--- src/rtl/dbg_brk_pkg.sv ---
package dbg_brk_pkg;

    typedef enum logic [1:0] {
        CAUSE_NONE  = 2'b00,
        CAUSE_REG   = 2'b01,
        CAUSE_UNDEF = 2'b10
    } brk_cause_e;

    typedef enum logic [1:0] {
        ST_IDLE = 2'b00,
        ST_WAIT = 2'b01,
        ST_DUE  = 2'b10,
        ST_HALT = 2'b11
    } brk_state_e;

    typedef struct packed {
        logic cmp_en;
        logic undef_en;
    } brk_flags_t;

    function automatic brk_cause_e pick_cause(input logic reg_match, input logic undef_seen);
        if (reg_match)       return CAUSE_REG;
        else if (undef_seen) return CAUSE_UNDEF;
        else                 return CAUSE_NONE;
    endfunction

endpackage

--- src/rtl/brk_cfg_regs.sv ---
module brk_cfg_regs
    import dbg_brk_pkg::*;
#(
    parameter int DW = 4
) (
    input  logic          clk,
    input  logic          rst,
    input  logic          we,
    input  logic [DW-1:0] cmp_val_in,
    input  brk_flags_t    flags_in,
    output logic [DW-1:0] cmp_val,
    output brk_flags_t    flags
);
    always_ff @(posedge clk) begin
        if (rst) begin
            cmp_val <= '0;
            flags   <= '0;
        end else if (we) begin
            cmp_val <= cmp_val_in;
            flags   <= flags_in;
        end
    end
endmodule

--- src/rtl/brk_judge.sv ---
module brk_judge
    import dbg_brk_pkg::*;
#(
    parameter int DW = 4
) (
    input  logic          clk,
    input  logic          rst,
    input  logic [DW-1:0] reg_val,
    input  logic [DW-1:0] cmp_val,
    input  brk_flags_t    flags,
    input  logic          insn_end,
    input  logic          undef_hit,
    output logic          hit,
    output brk_cause_e    hit_cause
);
    logic undef_seen_q;
    logic reg_match;
    logic undef_any;

    // Undefined access anywhere inside the current instruction is remembered
    always_ff @(posedge clk) begin
        if (rst)            undef_seen_q <= 1'b0;
        else if (insn_end)  undef_seen_q <= 1'b0;
        else if (undef_hit) undef_seen_q <= 1'b1;
    end

    always_comb begin
        reg_match = flags.cmp_en && (reg_val == cmp_val);
        undef_any = flags.undef_en && (undef_seen_q || undef_hit);
        hit       = insn_end && (reg_match || undef_any);
        hit_cause = pick_cause(reg_match, undef_any);
    end
endmodule

--- src/rtl/brk_sequencer.sv ---
module brk_sequencer
    import dbg_brk_pkg::*;
#(
    parameter int AW = 8
) (
    input  logic          clk,
    input  logic          rst,
    input  logic          hit,
    input  brk_cause_e    hit_cause,
    input  logic          insn_end,
    input  logic          iack_n,
    input  logic          fetch_valid,
    input  logic [AW-1:0] fetch_addr,
    input  logic          resume,
    output logic          halt,
    output brk_cause_e    cause,
    output logic [AW-1:0] addr
);
    brk_state_e state_q;

    always_ff @(posedge clk) begin
        if (rst) begin
            state_q <= ST_IDLE;
            cause   <= CAUSE_NONE;
            addr    <= '0;
        end else if (resume) begin
            state_q <= ST_IDLE;
        end else begin
            unique case (state_q)
                ST_IDLE: if (hit) begin
                    cause   <= hit_cause;
                    // During acknowledge the next "instruction" is the acknowledge itself
                    state_q <= iack_n ? ST_WAIT : ST_DUE;
                end
                ST_WAIT: if (insn_end || !iack_n) state_q <= ST_DUE;
                ST_DUE:  if (fetch_valid && iack_n) begin
                    state_q <= ST_HALT;
                    addr    <= fetch_addr;
                end
                ST_HALT: state_q <= ST_HALT;
                default: state_q <= ST_IDLE;
            endcase
        end
    end

    assign halt = (state_q == ST_HALT);
endmodule

--- src/rtl/dbg_break_ctrl.sv ---
module dbg_break_ctrl
    import dbg_brk_pkg::*;
#(
    parameter int DW = 4,
    parameter int AW = 8
) (
    input  logic          clk,
    input  logic          rst,
    input  logic          cfg_we,
    input  logic [DW-1:0] cfg_cmp_val,
    input  logic          cfg_cmp_en,
    input  logic          cfg_undef_en,
    input  logic [DW-1:0] reg_val,
    input  logic          insn_end,
    input  logic          iack_n,
    input  logic [AW-1:0] fetch_addr,
    input  logic          fetch_valid,
    input  logic          undef_hit,
    input  logic          resume,
    output logic          halt_req,
    output logic [1:0]    brk_cause,
    output logic [AW-1:0] brk_addr
);
    logic [DW-1:0] cmp_val;
    brk_flags_t    flags;
    brk_flags_t    flags_in;
    logic          hit;
    brk_cause_e    hit_cause;
    brk_cause_e    cause;

    assign flags_in = '{cmp_en: cfg_cmp_en, undef_en: cfg_undef_en};

    brk_cfg_regs #(.DW(DW)) u_cfg (
        .clk(clk), .rst(rst), .we(cfg_we),
        .cmp_val_in(cfg_cmp_val), .flags_in(flags_in),
        .cmp_val(cmp_val), .flags(flags)
    );

    brk_judge #(.DW(DW)) u_judge (
        .clk(clk), .rst(rst), .reg_val(reg_val), .cmp_val(cmp_val),
        .flags(flags), .insn_end(insn_end), .undef_hit(undef_hit),
        .hit(hit), .hit_cause(hit_cause)
    );

    brk_sequencer #(.AW(AW)) u_seq (
        .clk(clk), .rst(rst), .hit(hit), .hit_cause(hit_cause),
        .insn_end(insn_end), .iack_n(iack_n), .fetch_valid(fetch_valid),
        .fetch_addr(fetch_addr), .resume(resume),
        .halt(halt_req), .cause(cause), .addr(brk_addr)
    );

    assign brk_cause = cause;
endmodule

--- config.mk ---
export PLATFORM = sky130hd
export DESIGN_NAME = dbg_break_ctrl
export DESIGN_NICKNAME = d
export VERILOG_FILES = /design/src/rtl/dbg_brk_pkg.sv /design/src/rtl/brk_cfg_regs.sv /design/src/rtl/brk_judge.sv /design/src/rtl/brk_sequencer.sv /design/src/rtl/dbg_break_ctrl.sv
export SDC_FILE = /design/constraint.sdc
export NUM_CORES = 1
export LEC_CHECK = 0
export ABC_AREA = 1
export BUFFER_PORTS_ARGS = -buffer_cell sky130_fd_sc_hd__buf_2
export CAP_MARGIN = 20
export CORE_MARGIN = 2
export CORE_UTILIZATION = 48
export DETAILED_ROUTE_END_ITERATION = 8
export PLACE_DENSITY = 0.82
export SETUP_SLACK_MARGIN = 0.3
export SLEW_MARGIN = 20
export SYNTH_ARGS = -nofsm -noshare
export SYNTH_HDL_FRONTEND = slang
export SYNTH_SLANG_ARGS = --single-unit
--- constraint.sdc ---
create_clock -name clk -period 3.6 [get_ports clk]
set_input_delay 0.72 -clock clk [delete_from_list [all_inputs] [get_ports clk]]
set_output_delay 0.72 -clock clk [all_outputs]
set_load 0.02 [all_outputs]
# ---- Word level (Yosys, flattened, before mapping)
# Cells that the tools add are included.
dict set report totals {
  word_cells 36
  output_inout_bits 11
  in_bits 26
  ff_bits 19
}
dict set report classes {
  n_eq_ne 7
  mux 7
  reduce_logical 14
  bitwise_logic 1
}
# operator n
set ops {}
lappend ops {{two-way mux 2 bit} 6}
lappend ops {{AND reduction 3 bit} 3}
lappend ops {{case mux 2 bit (4 select lines)} 1}
lappend ops {{equality test 2 bit, second input constant} 2}
lappend ops {{equality test 4 bit} 1}
lappend ops {{logical AND 1 bit} 4}
lappend ops {{!= test 2 x 1 -> 1 bit, second input constant} 2}
lappend ops {{OR reduction 2 bit} 2}
lappend ops {{logical OR 1 bit} 3}
lappend ops {{equality test 2 x 1 -> 1 bit, second input constant} 1}
lappend ops {{zero test 2 bit} 1}
lappend ops {{!= test 2 bit, second input constant} 1}
lappend ops {{zero test 1 bit} 1}
lappend ops {{inverter 1 bit} 1}

# ---- Logic depth before layout (Yosys ltp)
dict set report logic_depth {
  word_depth 6
  mapped_depth 11
  depth_no_buf 11
}

# ---- Hierarchy
# A second synthesis with hierarchy kept.
dict set report unflattened {
  hier_cells 138
  area_unflattened_um2 932.1
}
# mod n_inst area_each_um2 cells_per_inst seq_area_each_um2
set modules_own_cells {}
lappend modules_own_cells {brk_sequencer 1 545.5 71 240.2}
lappend modules_own_cells {brk_cfg_regs 1 247.7 38 120.1}
lappend modules_own_cells {brk_judge 1 138.9 29 20.0}

# ---- Worst setup path before layout
# OpenSTA, ideal clock, no wires.
dict set report synth_path {
  kind {input to register}
  startpoint {input resume}
  endpoint {register u_seq.addr[0]}
  required_time_ns 3.484
  setup_time_ns 0.116
  cell_stages 4
  n_path_buf 0
  arrival_time_ns 1.348
  slack_ns 2.136
  path_cell_list {nor4_4 -> inv_2 -> nor2_1 -> nor2_1}
}
dict set report synth_between {
  elab_chain_cells 2
}
# item line_no
set synth_lines {}
lappend synth_lines {{from (decl)} dbg_break_ctrl.sv:19} ;# input logic resume,
lappend synth_lines {{inverter 1 bit (no source line)} --}
lappend synth_lines {{AND reduction 3 bit (no source line)} --}
lappend synth_lines {{to (signal assigned)} brk_sequencer.sv:38} ;# addr <= fetch_addr;
lappend synth_lines {{to (decl)} brk_sequencer.sv:17} ;# output logic [AW-1:0] addr
# No other way between the ends.
# A chain may end at the register's enable or synchronous reset.

# ---- Worst setup path in the final report
dict set report layout_path {
  startpoint {register u_seq.state_q[0]}
  endpoint {output halt_req}
}
dict set report layout_between {
  elab_chain_cells 1
}
# item line_no
set layout_lines {}
lappend layout_lines {{from (decl)} brk_sequencer.sv:19} ;# brk_state_e state_q;
lappend layout_lines {{from (signal assigned)} brk_sequencer.sv:33} ;# state_q <= iack_n ? ST_WAIT : ST_DUE;
lappend layout_lines {{equality test 2 bit} brk_sequencer.sv:46} ;# assign halt = (state_q == ST_HALT);
lappend layout_lines {{to (decl)} dbg_break_ctrl.sv:20} ;# output logic halt_req,
# No other way between the ends.

==> summary.md <==
| Metric | Value |
|---|---|
| Area growth, synth to finish | `27.5%` |
| Critical setup path kind | `reg -> out` |
| Diodes inserted | `0` |
| Hold Fails Final Rpt | `0` |
| Routed Antenna Nets | `0` |
| Die Width | `45.1 um` |
| Post-synthesis average cell area | `7.04 um2` |
| Reg-to-reg startpoint | `u_seq.state_q[1]` |
| Iter 0 DRT Violations | `19` |
| Final min period | `1.79 ns` |
| YS warnings | `0` |
| CTS clk-pin slew, worst paths | `0.10 ns` |
| CTS Hold Bufs | `0` |
| F_max | `557 MHz` |
| Routed vias/inst | `4.79` |
| Worst endpoint data arrival time | `1.07 ns` |
| Tcrit/Tclk final | `0.498` |
| Initial antenna violation count | `0` |
| CTS root buf | `clkbuf_4` |
| Syn_nets | `141` |
| Vias | `between 800 and 900` |
| Fraction of layout cells with a size suffix above 1 | `0.273` |
| Setup_tns | `0 ns` |
| Bufs on Longest Clock Path | `2` |
| Largest area contributor in the netlist | `dfxtp_1` |
| Reg2Reg Capture Point | `u_seq.addr[5]` |
| Worst clock skew | `0.00152 ns` |
| Gr ovfl total | `0` |
| Number of max-cap violations | `0` |
| I/O Pins | `37` |
| Hold Slack | `0.456 ns` |
| Yosys top cell area share | `0.470` |
| Postcts setup bufs | `0` |
| NumNets Final | `181` |
| Post-route worst setup slack | `1.81 ns` |
| Crit-path slowest cell | `dfxtp_1` |
| Rel. slew slack | `0.708` |
| Required @ worst endpoint | `2.88 ns` |
| Post_cts resized | `0` |
| GRT Util Overall | `0.190` |
| Hold Path End | `u_seq.cause[0]` |
| Initial Util | `0.525` |
| Critical path launch point | `u_seq.state_q[0]` |
| Drt pass-1 iters | `4` |
| Worst hold path type | `reg -> reg` |
| P_leak | `0.000531 uW` |
| Hold path start | `u_seq.cause[0]` |
| Crit-path cells | `nand2_1 -> inv_1 -> buf_2` |
| CTS tree | `done` |
| Setup WS pre-CTS | `approximately 1.9 ns` |
| RSZ-0062 raised after global routing | `no` |
| Die ar. | `2030 um2` |
| Seq cells post-synth | `19` |
| Per-cell routed wire length | `roughly 9.8 um` |
| Worst hold path depth | `2` |
| CTS Buf Count | `3` |
| GPL Wtd Cong | `0.720` |
| Critical path peak fanout | `7` |
| Sequential area share after synthesis | `0.470` |
| Fillers | `140` |
| Post-Syn Area | `810 um2` |
| Top post-synthesis cells by area | `dfxtp_1 (47%), nor2_1 (13%), nand2_1 (8.8%)` |
| Maximum VDD drop | `0.248 mV` |
| Clock sinks | `19` |
| Vias in the first global route | `692` |
| Post-Syn Instances | `115` |
| DP Wirelength | `1260 um` |
| Startpoint Class | `flop` |
| Nature of the critical path endpoint | `primary output` |
| Area of the core | `1540 um2` |
| Number of remaining DRC errors | `0` |
| Final wirelength | `roughly 1700 um` |
| Clock H-tree levels | `1` |
| Max-slew violation count | `0` |
| Flop-to-flop setup slack | `2.20 ns` |
| Final setup fails | `0` |
| IO buf count | `36` |
| Outcome | `complete, no violations` |
| Reg2reg path depth | `5` |
| Cell Pwr Density | `roughly 360 nW/um2` |
| Clock latency at the later pin of the worst-skew pair | `between 0.2 and 0.3 ns` |
| Count of different cell masters after synthesis | `16` |
| Max incr delay on CP | `approximately 0.5 ns` |
| Vert. Die Dim | `45.1 um` |
| Worst Max-Slew Pin Slew | `0.435 ns` |
| Num rows | `14` |
| First-pass GRT wire length | `2840 um` |
| Largest net degree at the start of global routing | `16` |
logic make-up after synthesis:
logic type | count (synthesis) | synth area share
and+or+nand+nor | 56 | 0.298
AOI/OAI and AO/OA | 24 | 0.151
DFF | 19 | 0.470
buffers and inverters | 15 | 0.0695
xor gates and xnor gates | 1 | 0.0108
through the flow:
stage | instance area (um2) | utilization | total power, uW | cells
after detailed placement | 1010 | 0.653 | 273 | 166
after global routing | 1030 | 0.670 | 393 | 170
after floorplan | 810 | - | 251 | 115
final | 1030 | 0.670 | 372 | 170
after CTS | 1030 | 0.670 | 377 | 170
after global placement | 1010 | 0.653 | 271 | 166
flip-flops by register name (all words and copies together), names as in the netlist:
name                  cells
u_seq.addr                8
u_seq.state_q             2
u_seq.cause               2
u_judge.undef_seen_q      1
u_cfg.cmp_val             4
u_cfg.flags               2
critical path: cells and delay by family, from the launching register on:
kind / cells / cell delay (ns)
flops: 1 / 0.50
buf+inv: 2 / 0.21
simple gates: 1 / 0.08
synthesized netlist by cell type (all sizes together):
cell type   n
a21boi      1
a21oi       9
clkbuf      1
clkinv      1
dfxtp      19
inv        13
nand2      19
nand3       4
nand4       1
nor2       28
nor3        2
nor3b       1
nor4        1
o21ai      14
xnor2       1
layout make-up:
| type | instances | area [um2] | area share |
|---|---|---|---|
| Tap cell | 16 | 20.0 | 0.0194 |
| Inverter | 14 | 52.6 | 0.0509 |
| Clock buffer | 4 | 26.3 | 0.0255 |
| Timing Repair Buffer | 36 | 180 | 0.175 |
| Multi-Input combinational cell | 81 | 373 | 0.361 |
| Sequential cell | 19 | 380 | 0.368 |
layout by cell type, fill, tap and decap left out:
cell type   n
inv_1      11
a21boi_0    1
clkbuf_4    3
o21ai_0    14
clkbuf_1    1
a21oi_1     9
nand4_1     1
nor2_1     28
xnor2_1     1
nand3_1     4
nand2_1    19
nor4_4      1
nor3_1      2
nor3b_1     1
inv_2       2
clkinv_1    1
buf_2      36
dfxtp_1    19
where the power goes:
group	internal (uW)	switching [uW]
clock network	43.0	60.6
logic	21.1	25.5
registers	217	4.24
total	281	90.4
worst max path at each step:
stage / endpoint / slack [ns] / cells past startpoint
floorplan: u_seq.addr[0] / 2.14 / 4
global placement: u_seq.addr[6] / 1.88 / 5
detailed placement: u_seq.addr[5] / 1.85 / 5
CTS: halt_req / 1.81 / 3
global route: halt_req / 1.74 / 3
finish: halt_req / 1.81 / 3
layer usage:
metal,global-route usage,part of all wire,up-vias
met2,0.254,0.42,25
met3,0.0320,0.068,2
met1,0.291,0.50,344
li1,-,-,444
met4,0.0882,0.014,0
met5,0,0,-
Power figures use the tool's default switching activity.
